==> config.mk <==
export PLATFORM = sky130hd
export DESIGN_NAME = ppc_counter
export DESIGN_NICKNAME = d
export VERILOG_FILES = /design/src/rtl/ppc_pkg.sv /design/src/rtl/ppc_low_stage.sv /design/src/rtl/ppc_pair_stage.sv /design/src/rtl/ppc_counter.sv
export SDC_FILE = /design/constraint.sdc
export NUM_CORES = 1
export LEC_CHECK = 0
export BUFFER_PORTS_ARGS = -buffer_cell sky130_fd_sc_hd__buf_2
export CORE_UTILIZATION = 45
export DETAILED_ROUTE_END_ITERATION = 10
export GPL_TIMING_DRIVEN = 0
export PLACE_DENSITY = 0.66
export RECOVER_POWER = 100
export SYNTH_ARGS = -nofsm -noshare
export SYNTH_HDL_FRONTEND = slang
export SYNTH_HIERARCHICAL = 1
export SYNTH_SLANG_ARGS = --single-unit
==> constraint.sdc <==
create_clock -name clk -period 1.6 [get_ports clk]
set_clock_uncertainty 0.2 [all_clocks]
set_input_delay 0.16 -clock clk [delete_from_list [all_inputs] [get_ports clk]]
set_output_delay 0.16 -clock clk [all_outputs]
set_load 0.01 [all_outputs]
==> src/rtl/ppc_pkg.sv <==
package ppc_pkg;
  localparam int PAIR_W = 2;

  // next value of a 2-bit upper stage
  function automatic logic [PAIR_W-1:0] fn_pair_next(input logic [PAIR_W-1:0] v,
                                                     input logic adv);
    return adv ? v + 1'b1 : v;
  endfunction

  // width of the whole count
  function automatic int fn_total_width(input int low_w, input int pairs);
    return low_w + PAIR_W * pairs;
  endfunction
endpackage

==> src/rtl/ppc_low_stage.sv <==
module ppc_low_stage #(
  parameter int LOW_W = 4
) (
  input  logic             clk,
  input  logic             rst,
  input  logic             en,
  output logic [LOW_W-1:0] low_q,
  output logic             eo_q
);
  // value one step before the low stage wraps
  localparam logic [LOW_W-1:0] PRE_WRAP = {{(LOW_W-1){1'b1}}, 1'b0};

  logic pre_wrap_hit;
  assign pre_wrap_hit = (low_q == PRE_WRAP);

  always_ff @(posedge clk) begin
    if (rst) begin
      low_q <= '0;
      eo_q  <= 1'b0;
    end else if (en) begin
      low_q <= low_q + 1'b1;
      eo_q  <= pre_wrap_hit;
    end
  end
endmodule

==> src/rtl/ppc_pair_stage.sv <==
module ppc_pair_stage
  import ppc_pkg::*;
(
  input  logic              clk,
  input  logic              rst,
  input  logic              adv,
  output logic [PAIR_W-1:0] val_q,
  output logic              full_next
);
  logic [PAIR_W-1:0] val_d;
  assign val_d     = fn_pair_next(val_q, adv);
  assign full_next = &val_d;

  always_ff @(posedge clk) begin
    if (rst) val_q <= '0;
    else     val_q <= val_d;
  end
endmodule

==> src/rtl/ppc_counter.sv <==
module ppc_counter
  import ppc_pkg::*;
#(
  parameter int LOW_W = 4,
  parameter int PAIRS = 6,
  localparam int CNT_W = LOW_W + PAIR_W * PAIRS
) (
  input  logic             clk,
  input  logic             rst,
  input  logic             en,
  output logic [CNT_W-1:0] count
);
  localparam logic [PAIRS-1:0] CHAIN_RST = PAIRS'(1);

  logic [LOW_W-1:0] low_bits;
  logic             eo_flag;
  logic [PAIRS-1:0] carry_tick;
  logic [PAIRS-1:0] full_next;
  logic [PAIRS-1:0] chain_q;
  logic [PAIRS:0]   prefix_full;

  ppc_low_stage #(.LOW_W(LOW_W)) u_low (
    .clk(clk), .rst(rst), .en(en), .low_q(low_bits), .eo_q(eo_flag)
  );

  assign count[LOW_W-1:0] = low_bits;
  assign prefix_full[0]   = 1'b1;

  for (genvar k = 0; k < PAIRS; k++) begin : g_pair
    logic [PAIR_W-1:0] val;
    // single AND from registered look-ahead terms
    assign carry_tick[k] = en & eo_flag & chain_q[k];
    ppc_pair_stage u_pair (
      .clk(clk), .rst(rst), .adv(carry_tick[k]),
      .val_q(val), .full_next(full_next[k])
    );
    assign count[LOW_W + PAIR_W*k +: PAIR_W] = val;
    assign prefix_full[k+1] = prefix_full[k] & full_next[k];
  end

  // chain_q[k]: every upper stage below k is full
  always_ff @(posedge clk) begin
    if (rst) chain_q <= CHAIN_RST;
    else     chain_q <= prefix_full[PAIRS-1:0];
  end
endmodule

## Word level (Yosys, flattened, before mapping)

Cells that the tools add are included.
Widths: inputs -> output; s select.

- Bits in registers: 23
- Bits of input ports: 3
- Output and inout port bits: 16
- Word-level logic and storage cells: 39

- Add/sub/neg operators: 7
- Eq/ne operators: 1
- Mux-type cells: 5
- Bitwise gates (word level): 11
- Reduce and logical (&&, ||, !) cells: 5

Operator list:

| kind | count |
|---|---|
| $add 2x1->2 const B | 6 |
| $and 1x1->1 | 11 |
| $mux 2 | 5 |
| $reduce_and 2->1 | 5 |
| $add 4x1->4 const B | 1 |
| $eq 4x4->1 const B | 1 |

## Logic depth before layout (Yosys ltp)

Gate-level depths: netlist of run 1.

- Word-level depth: 8
- Gate-level depth with buffers: 5
- Gate-level depth less buffers: 5

## Hierarchy

Netlist of run 1, hierarchy kept.

By module, submodules not included:

| module | times used | cells each | area each (um^2) | sequential area each (um^2) |
|---|---|---|---|---|
| ppc_pair_stage | 6 | 8 | 87.6 | 40.0 |
| ppc_low_stage | 1 | 23 | 241.5 | 100.1 |
| ppc_counter | 1 | 16 | 180.2 | 100.1 |

## Worst setup path before layout of run 1

No wires, ideal clock.

- Path kind: flip-flop to flip-flop
- From: reg u_low.eo_q
- To: reg chain_q[4]
- Setup time: 0.116 ns
- Arrival time: 1.236 ns
- Required time: 1.284 ns
- Setup slack: 0.048 ns
- Stages on the path, launching flop included: 6
- Buffers on the path: 0
- Clock period less this slack: 1.552 ns
- Cells stage by stage: dfxtp_1 and3_1 xor2_1 and2_2 and3b_2 and3_2

- Cells in the longest elaborated chain, start to end: 7
- Elaborated cells on any way between the ends: 16
- Classes of those cells: mux: 4; bitwise: 8; reduce/logical: 4

RTL lines:

| element | RTL line | RTL |
|---|---|---|
| from (decl) | ppc_low_stage.sv:8 | `output logic eo_q` |
| from (signal assigned) | ppc_low_stage.sv:22 | `eo_q <= pre_wrap_hit;` |
| $and 1x1->1 (2 in series) | ppc_counter.sv:32 | `assign carry_tick[k] = en & eo_flag & chain_q[k];` |
| named net carry_tick[1] | ppc_counter.sv:17 | `logic [PAIRS-1:0] carry_tick;` |
| $mux 2 | ppc_pkg.sv:7 | `return adv ? v + 1'b1 : v;` |
| $reduce_and 2->1 | ppc_pair_stage.sv:12 | `assign full_next = &val_d;` |
| named net full_next[1] | ppc_counter.sv:18 | `logic [PAIRS-1:0] full_next;` |
| $and 1x1->1 (3 in series) | ppc_counter.sv:38 | `assign prefix_full[k+1] = prefix_full[k] & full_next[k];` |
| to (signal assigned) | ppc_counter.sv:44 | `else chain_q <= prefix_full[PAIRS-1:0];` |
| to (decl) | ppc_counter.sv:19 | `logic [PAIRS-1:0] chain_q;` |

The timed path passes the listed nets, and every way through them passes these cells.
A chain may end at the register's enable or synchronous reset.

## Final worst setup path of run 1

Same ends and word-level chain as after synthesis.

==> metrics.yaml, run 1 <==
logic_synthesis:
  syn_avg_cell_area_um2: 10.9
  synth_nets: 91
  synth-warning-count: 6
  synthCells: 86
  synth_area_um2: 940
clocking:
  clock_path_buffers: 2
  cts_sinks: 22
  tritoncts: "built"
  clk_pin_slew_ns: 0.11
  htree_num_levels: 1
  root_buffer: "clkbuf_4"
  worst_skew_pair.late_latency_ns: 0.30
  cts_made_buffers: 3
power_and_ir_drop:
  p_total_w: 0.000897
  irDropWorstVdd_mv: 0.713
  pwr_density_cell_nw_per_um2: 811
  static-leakage-power_nw: 0.501
sta:
  rsz0062_at_grt: "false"
  fin_ws_ns: 0.0583
  period_share_pct: 96.4
  fmaxAchievable_mhz: 649
  worst_slew_pin_slew_ns: 0.308
  setup_violations: 0
  relSlewSlack_pct: 79.5
  hold_viol_final: 0
  period_needed_ns: 1.54
  maxSlewViolCount: 0
floorplan:
  fp.coreArea_um2: 1960
  rows: 16
  dieArea_um2: 2270
  initial_utilization_pct: 47.9
  pin_count: 19
  die_h_um: 47.7
  fp.dieW_um: 47.7
layout:
  seqCellArea_um2: 444
  num-fill-cells: 193
  area_growth_pct: 17.7
  layout-drive-gt1-share_pct: 31.8
  antenna_cells: 0
  multiInputGateArea_um2: 495
  nets: 116
global_routing:
  antenna_found_initial: 0
  grt_max_degree: 21
  groute.usage.overall_pct: 14.7
  grt_pass1_wl_mm: 2.23
  grt_pass1_vias: 532
  gr-total-overflow: 0
setup_path:
  crit_type: "reg -> reg"
  setup.worst_path.start_class: "flop"
  cp_max_fo: 4
  r2r_end: "chain_q[4]"
  r2r_cells: 5
  end_kind: "flop"
  reg2reg_from: "u_low/eo_q"
  rrSetupSlack_ns: 0.06
  crit_required_ns: 1.61
  arrival_ns: 1.55
worst_hold_path:
  hold_class: "in -> reg"
  min_from: "rst"
  holdPathStages: 2
  min_to: "u_low/low_q[0]"
route:
  vias: 657
  antenna_left: 0
  drt_iter0_drc: 9
  wl_met3_um: 65
  top_layer: "met4"
  wl_met1_um: 757
  drt_first_pass_iters: 4
  met2_length_um: 674
  routed_via_density: 4.80
  wl_per_cell_um: 11.0
  remaining_drc_errors: 0
  drt-total-wl_mm: 1.51
placed_design:
  gp_congestion: 0.674
  io_buffers: 18
  hpwl_mm: 1.08
  preCtsSetupSlack_ns: -0.0808
run:
  maxCapViolations: 0
run_status:
  outcome: "finished, final reports clean"
through the flow:
stage,TNS (ns),cell area (um2),util (%),hold WS [ns],cells
2_1_floorplan,0,940,-,0.0291,86
3_3_place_gp,-0.108,1060,54.2,0.306,131
3_5_place_dp,-0.208,1060,54.2,0.306,131
4_1_cts,0,1120,57.0,0.0122,136
5_1_grt,0,1110,56.4,0.0216,137
6_report,0,1110,56.4,0.0161,137
worst max-delay path, stage by stage (launching register included):
cell	delay, ns
dfxtp_4	0.37
and2_4	0.14
xor2_1	0.16
and2_4	0.15
and3b_2	0.22
and3_2	0.20
registers in the layout, summed over array words and instances (netlist names):
signal               flops
u_low/low_q              4
g_pair.u_pair/val_q     12
chain_q                  5
u_low/eo_q               1
layout make-up:
type,instances,share of cell area (%)
Inverter,1,0.339
Timing Repair Buffer,20,7.35
Buffer,1,1.02
Multi-Input combinational cell,62,44.8
Tap cell,27,3.05
Clock buffer,4,3.28
Sequential cell,22,40.2
cells in the final DEF (no fill, tap or decap):
cell and n:
and2b_2 7, a21oi_1 8, mux2_1 1, nand3b_1 7
and3_2 1, clkbuf_1 16, clkbuf_4 3, and2_2 4
and3_4 2, buf_4 1, and4_1 1, buf_1 1
nor2_1 3, dfxtp_1 21, nor2b_1 1, buf_6 1
nand4_2 1, and3_1 3, clkbuf_8 1, and3b_2 1
inv_1 1, ha_1 2, xor2_1 6, xnor2_1 1
a211oi_1 1, nand2b_1 1, nand4_1 1, and2_4 3
dfxtp_4 1, buf_2 2, a21bo_2 7
how the worst max path moves through the flow:
stage / start / depth (start not counted) / to
2_1_floorplan: u_low/eo_q / 5 / chain_q[4]
4_1_cts: u_low/eo_q / 5 / chain_q[4]
5_1_grt: u_low/eo_q / 5 / chain_q[5]
6_report: u_low/eo_q / 5 / chain_q[4]
3_5_place_dp: u_low/eo_q / 5 / chain_q[5]
3_3_place_gp: u_low/eo_q / 5 / chain_q[5]
per-layer routing:
layer  vias to the layer above  track usage, %
li1                        351               -
met1                       292            18.4
met2                        12            23.0
met3                         2            6.79
met4                         0            3.33
met5                         -               0
power breakdown:
group	internal (W)	switching, W	leakage [nW]
logic	0.0000173	0.0000229	0.301
clock network	0.000139	0.000158	0.0210
registers	0.000552	0.00000826	0.178
total	0.000708	0.000189	0.501
what timing repair did:
action	in CTS	in global routing
resized for setup	4	3
setup buffers	1	1
hold buffers	0	0
endpoints found under the hold margin	0	0
setup endpoints to repair	3	3
pin swaps	1	2
Power figures use the tool's default switching activity.
==> run 2: changes to the inputs <==
- CORE_UTILIZATION: 45 -> 40
- PLACE_DENSITY: 0.66 -> 0.59
==> run 2 against run 1 <==
Net effect:
- fmax hardly changed
- flip-flop and latch count stayed put
- critical endpoint unchanged
- clock power is 19% lower
- register-to-register slack hardly changed
- die area is 12% higher
- wire length is 4.6% higher
- power is 6.2% lower
- sequential share of layout area is 0.27 points higher
- largest cell class unchanged
- non-clock buffer count stayed put
- first-iteration DRC count is 44% lower
- clock-buffer cell count is 1 lower
- worst setup slack better by 0.0014 ns
==> metrics.yaml, run 2 (synthesis gave the netlist of run 1 again) <==
worst_hold_path:
  min_to: "u_low/low_q[0]"
  min_from: "rst"
  holdPathStages: 2  # unchanged
  hold_class: "in -> reg"
clocking:
  ctsHoldBuffers: 0  # unchanged
  clock_path_buffers: 2  # unchanged
  root_buffer: "clkbuf_4"
  cts_sinks: 22  # unchanged
  htree_num_levels: 1  # unchanged
  clk_pin_slew_ns: 0.11  # about the same
  worst_skew_pair.late_latency_ns: 0.29  # about the same
  tritoncts: "built"
  cts_made_buffers: 3  # unchanged
layout:
  final_cell_mix: "dfxtp_1, clkbuf_1, a21oi_1"
  final_util_pct: 49.7  # -6.7 points
  num-fill-cells: 225  # +17%
  final_common_cell: "dfxtp_1"
  area_growth_pct: 16.9
  layout-drive-gt1-share_pct: 31.2  # -0.63 points
  fin_area_um2: 1100  # -0.68%
  top_regs: "g_pair.u_pair/val_q (12), chain_q (5), u_low/low_q (4)"
  largest_reg_flops: 12  # unchanged
  seqCellArea_um2: 444  # unchanged
  multiInputGateArea_um2: 497  # +0.25%
  nets: 116  # unchanged
  largest_register: "g_pair.u_pair/val_q"
  antenna_cells: 0  # unchanged
global_routing:
  antenna_found_initial: 0  # unchanged
  gr-total-overflow: 0  # unchanged
  grt_pass1_vias: 639  # +20%
  grt_max_degree: 21  # unchanged
  grt_pass1_wl_mm: 2.71  # +22%
  groute.usage.overall_pct: 14.4  # -0.29 points
placed_design:
  hpwl_mm: 1.09  # +1.1%
  gp_congestion: 0.664  # -1.6%
  dpl_cell_area_um2: 1060  # +0.12%
  io_buffers: 18  # unchanged
setup_path:
  crit_top_cell: "and2_4"
  cp_max_fo: 4  # unchanged
  crit_type: "reg -> reg"
  reg2reg_from: "u_low/eo_q"
  crit_required_ns: 1.60  # about the same
  setup.worst_path.start_class: "flop"
  cp_num_buf_inv: 0  # unchanged
  crit_path_cell_trace: "and2_4, xor2_1, and2_4, and3b_1, and3_2"
  r2r_cells: 5  # unchanged
  rrSetupSlack_ns: 0.06  # about the same
  end_kind: "flop"
  slowest_stage: "dfxtp_4"
  crit_path_max_incr_delay_ns: 0.37  # about the same
  r2r_end: "chain_q[4]"
  crit_start: "u_low/eo_q"
  path_delay_family: "simple AND/OR/NAND/NOR gates"
  arrival_ns: 1.54  # about the same
route:
  drt-total-wl_mm: 1.58  # +4.6%
  routed_via_density: 4.91  # +2.3%
  antenna_left: 0  # unchanged
  drt_first_pass_iters: 4  # unchanged
  vias: 672  # +2.3%
  remaining_drc_errors: 0  # unchanged
  drt_iter0_drc: 5  # -4
  wl_per_cell_um: 11.5  # +4.6%
sta:
  relSlewSlack_pct: 77.6  # -1.8 points
  hold_viol_final: 0  # unchanged
  tns_ns: 0  # unchanged
  period_share_pct: 96.3  # about the same
  fmaxAchievable_mhz: 649  # about the same
  rsz0062_at_grt: "false"
  period_needed_ns: 1.54  # -0.00145 ns
  setup_violations: 0  # unchanged
  worst_slew_pin_slew_ns: 0.336  # +0.0275 ns
  maxSlewViolCount: 0  # unchanged
power_and_ir_drop:
  pwr_density_cell_nw_per_um2: 766  # -5.6%
  p_total_w: 0.000841  # -6.2%
  irDropWorstVdd_mv: 0.403  # -43%
  static-leakage-power_nw: 0.499  # -0.27%
floorplan:
  rows: 17  # +1
  fp.dieW_um: 50.5  # +5.8%
  fp.coreArea_um2: 2210  # +13%
  die_h_um: 50.5  # +5.8%
  initial_utilization_pct: 42.5  # -5.4 points
  dieArea_um2: 2550  # +12%
  pin_count: 19  # unchanged
run:
  maxCapViolations: 0  # unchanged
run_status:
  outcome: "finished, final reports clean"
run 2: cell types whose count changed in the layout (fill, tap and decap cells not counted), sizes merged:
cell and delta:
buf -1
run 2: timing repair:
| item | CTS | global route |
|---|---|---|
| endpoints found under the setup margin | 3 | 2 |
| setup buffers | 2 | 0 |
| gates resized for setup | 6 | 1 |
| pin swaps | 1 | 1 |
run 2: routing by layer:
metal | global-route usage (%) | vias to the layer above | share of wire, %
li1 | - | 341 | -
met3 | 3.03 | 2 | 4.2
met2 | 23.3 | 11 | 46
met1 | 17.4 | 318 | 48
met4 | 8.33 | 0 | 0.89
met5 | 0 | - | 0
run 2: metrics by stage:
stage	setup slack, ns	hold WS [ns]	std cells
finish	0.0597	0.0383	137
detailed placement	-0.0751	0.314	132
global route	0.00401	0.0454	137
CTS	0.0347	0.0279	137
global placement	-0.0550	0.305	132
floorplan	0.0481	0.0291	86
run 2: how the worst max path moves through the flow:
stage,cells after the start,endpoint
final,5,chain_q[4]
after global routing,5,chain_q[5]
after CTS,5,chain_q[4]
after detailed placement,5,chain_q[4]
after global placement,5,chain_q[5]
after floorplan,5,chain_q[4]
run 2: area by class of cell:
| cell class | instances | area share (%) |
|---|---|---|
| inverters | 1 | 0.342 |
| well taps | 28 | 3.19 |
| clock buffers | 3 | 2.05 |
| plain buffers | 1 | 1.03 |
| flip-flops and latches | 22 | 40.4 |
| multi-input cells | 62 | 45.2 |
| repair buffers | 20 | 7.74 |
run 2: where the power goes:
| group | internal [W] | switching, W |
|---|---|---|
| clock network | 0.0000876 | 0.000153 |
| registers | 0.000551 | 0.00000876 |
| logic | 0.0000173 | 0.0000234 |
==> run 3: changes to the inputs <==
- RECOVER_POWER: 100 -> default
==> run 3 against run 2 <==
Net effect:
- non-clock buffer count is the same
- die area is the same
- via count is the same
- cell count is the same
- core utilization grew 1.1 points
- largest cell class unchanged
- highest routed layer unchanged
==> metrics.yaml, run 3 (synthesis gave the netlist of run 1 again) <==
run_status:
  outcome: "finished, final reports clean"
clocking:
  clk_pin_slew_ns: 0.11  # about the same
  worst_skew_pair.late_latency_ns: 0.29  # about the same
  root_buffer: "clkbuf_4"
  clock_path_buffers: 2  # unchanged
  cts_made_buffers: 3  # unchanged
  ctsHoldBuffers: 0  # unchanged
  tritoncts: "built"
  htree_num_levels: 1  # unchanged
  cts_sinks: 22  # unchanged
setup_path:
  r2r_end: "chain_q[4]"
  end_kind: "flop"
  slowest_stage: "dfxtp_4"
  crit_top_cell: "and2_4"
  cp_num_buf_inv: 0  # unchanged
  critPathCapture: "chain_q[4]"
  crit_type: "reg -> reg"
  r2r_cells: 5  # unchanged
  crit_path_max_incr_delay_ns: 0.37  # about the same
  setup.worst_path.start_class: "flop"
  rrSetupSlack_ns: 0.04  # -0.02 ns
  crit_start: "u_low/eo_q"
  path_delay_family: "simple AND/OR/NAND/NOR gates"
  crit_path_cell_trace: "and2_4, xor2_1, and2_4, and3b_2, and3_2"
  cp.depth: 5  # unchanged
  arrival_ns: 1.56  # +0.02 ns
  crit_required_ns: 1.60  # about the same
  reg2reg_from: "u_low/eo_q"
  cp_max_fo: 4  # unchanged
layout:
  final_cell_mix: "dfxtp_1, buf_2, a21oi_1"
  final_common_cell: "dfxtp_1"
  area_growth_pct: 19.6
  num-fill-cells: 209  # -7.1%
  largest_reg_flops: 12  # unchanged
  largest_register: "g_pair.u_pair/val_q"
  layout-drive-gt1-share_pct: 47.7  # +17 points
  final_cell_count_no_fill: 137  # unchanged
  antenna_cells: 0  # unchanged
  final_util_pct: 50.8  # +1.1 points
  multiInputGateArea_um2: 502  # +1.0%
  nets: 116  # unchanged
  top_regs: "g_pair.u_pair/val_q (12), chain_q (5), u_low/low_q (4)"
  seqCellArea_um2: 444  # unchanged
power_and_ir_drop:
  p_switching_w: 0.000184  # -0.27%
  p_comb_share_pct: 5.0  # +0.2 points
  pwr_density_cell_nw_per_um2: 750  # -2.1%
  pwr-share-clk_pct: 28.5  # about the same
  p_int_w: 0.000658  # +0.23%
  static-leakage-power_nw: 0.571  # +14%
  swShare_pct: 21.9  # -0.085 points
  seqPwrFrac_pct: 66.5  # about the same
  irDropWorstVdd_mv: 0.404  # +0.16%
floorplan:
  dieArea_um2: 2550  # unchanged
  initial_utilization_pct: 42.5  # unchanged
  pin_count: 19  # unchanged
  fp.coreArea_um2: 2210  # unchanged
  die_h_um: 50.5  # unchanged
  rows: 17  # unchanged
  fp.dieW_um: 50.5  # unchanged
placed_design:
  placed_cells: 132  # unchanged
  gp_congestion: 0.664  # unchanged
  hpwl_mm: 1.09  # unchanged
  io_buffers: 18  # unchanged
global_routing:
  grt_max_degree: 21  # unchanged
  grt_pass1_wl_mm: 2.71  # unchanged
  gr-total-overflow: 0  # unchanged
  antenna_found_initial: 0  # unchanged
  groute.usage.overall_pct: 14.4  # unchanged
  grt_pass1_vias: 639  # unchanged
sta:
  period_share_pct: 97.3  # +0.99 points
  fmaxAchievable_mhz: 643  # -1.0%
  maxSlewViolCount: 0  # unchanged
  hold_viol_final: 0  # unchanged
  worst_slew_pin_slew_ns: 0.332  # -0.00324 ns
  relSlewSlack_pct: 77.8  # +0.22 points
  period_needed_ns: 1.56  # +0.0159 ns
  rsz0062_at_grt: "false"
  setup_violations: 0  # unchanged
route:
  wl_per_cell_um: 11.5  # -0.38%
  remaining_drc_errors: 0  # unchanged
  antenna_left: 0  # unchanged
  drt_first_pass_iters: 4  # unchanged
  routed_via_density: 4.91  # unchanged
  vias: 672  # unchanged
  drt_iter0_drc: 7  # +2
  drt-total-wl_mm: 1.57  # -0.38%
worst_hold_path:
  holdPathStages: 2  # unchanged
  min_from: "rst"
  hold_class: "in -> reg"
run:
  maxCapViolations: 0  # unchanged
## run 3: area by class of cell
class	instances	share of cell area (%)
flip-flops and latches	22	39.5
inverters	1	0.334
repair buffers	20	9.35
clock buffers	3	2.00
well taps	28	3.12
multi-input cells	62	44.7
plain buffers	1	1.00
## run 3: through the flow
stage	power (W)	setup TNS (ns)	setup WS, ns	cell area [um2]	hold WS (ns)
final	0.000842	0	0.0438	1120	0.0362
after global routing	0.000893	0	0.000107	1120	0.0450
after CTS	0.000859	0	0.0347	1120	0.0279
after detailed placement	0.000616	-0.207	-0.0751	1060	0.314
after global placement	0.000615	-0.142	-0.0550	1060	0.305
after floorplan	0.000596	0	0.0481	940	0.0291
## run 3: worst min-delay path by stage
stage,end
2_1_floorplan,g_pair[0].u_pair/val_q[1]
3_3_place_gp,u_low/eo_q
3_5_place_dp,g_pair[0].u_pair/val_q[1]
4_1_cts,u_low/low_q[0]
5_1_grt,u_low/low_q[0]
6_report,u_low/low_q[0]
## run 3: power by group through the flow
stage	combinational, W	clock, W	sequential (W)
2_1_floorplan	0.0000204	0	0.000576
3_3_place_gp	0.0000412	0	0.000574
3_5_place_dp	0.0000418	0	0.000574
4_1_cts	0.0000425	0.000256	0.000560
5_1_grt	0.0000472	0.000284	0.000562
6_report	0.0000423	0.000240	0.000560
## run 3: what timing repair did
action	4_1_cts	5_1_grt
pin swaps	1	1
setup endpoints to repair	3	2
buffers inserted	2	0
gates resized for setup	6	1
## run 3: metal layers
metal | wire length, um | vias up | part of all wire [%] | global-route usage (%)
li1 | - | 342 | - | -
met1 | 760 | 317 | 48 | 17.4
met2 | 733 | 11 | 47 | 23.3
met4 | 14 | 0 | 0.89 | 8.33
met5 | 0 | - | 0 | 0
met3 | 66 | 2 | 4.2 | 3.03
## run 3: worst register-to-register path: stages (launching register included)
cell and delay [ns]:
dfxtp_4 0.37, and2_4 0.14, xor2_1 0.16, and2_4 0.16, and3b_2 0.22, and3_2 0.20
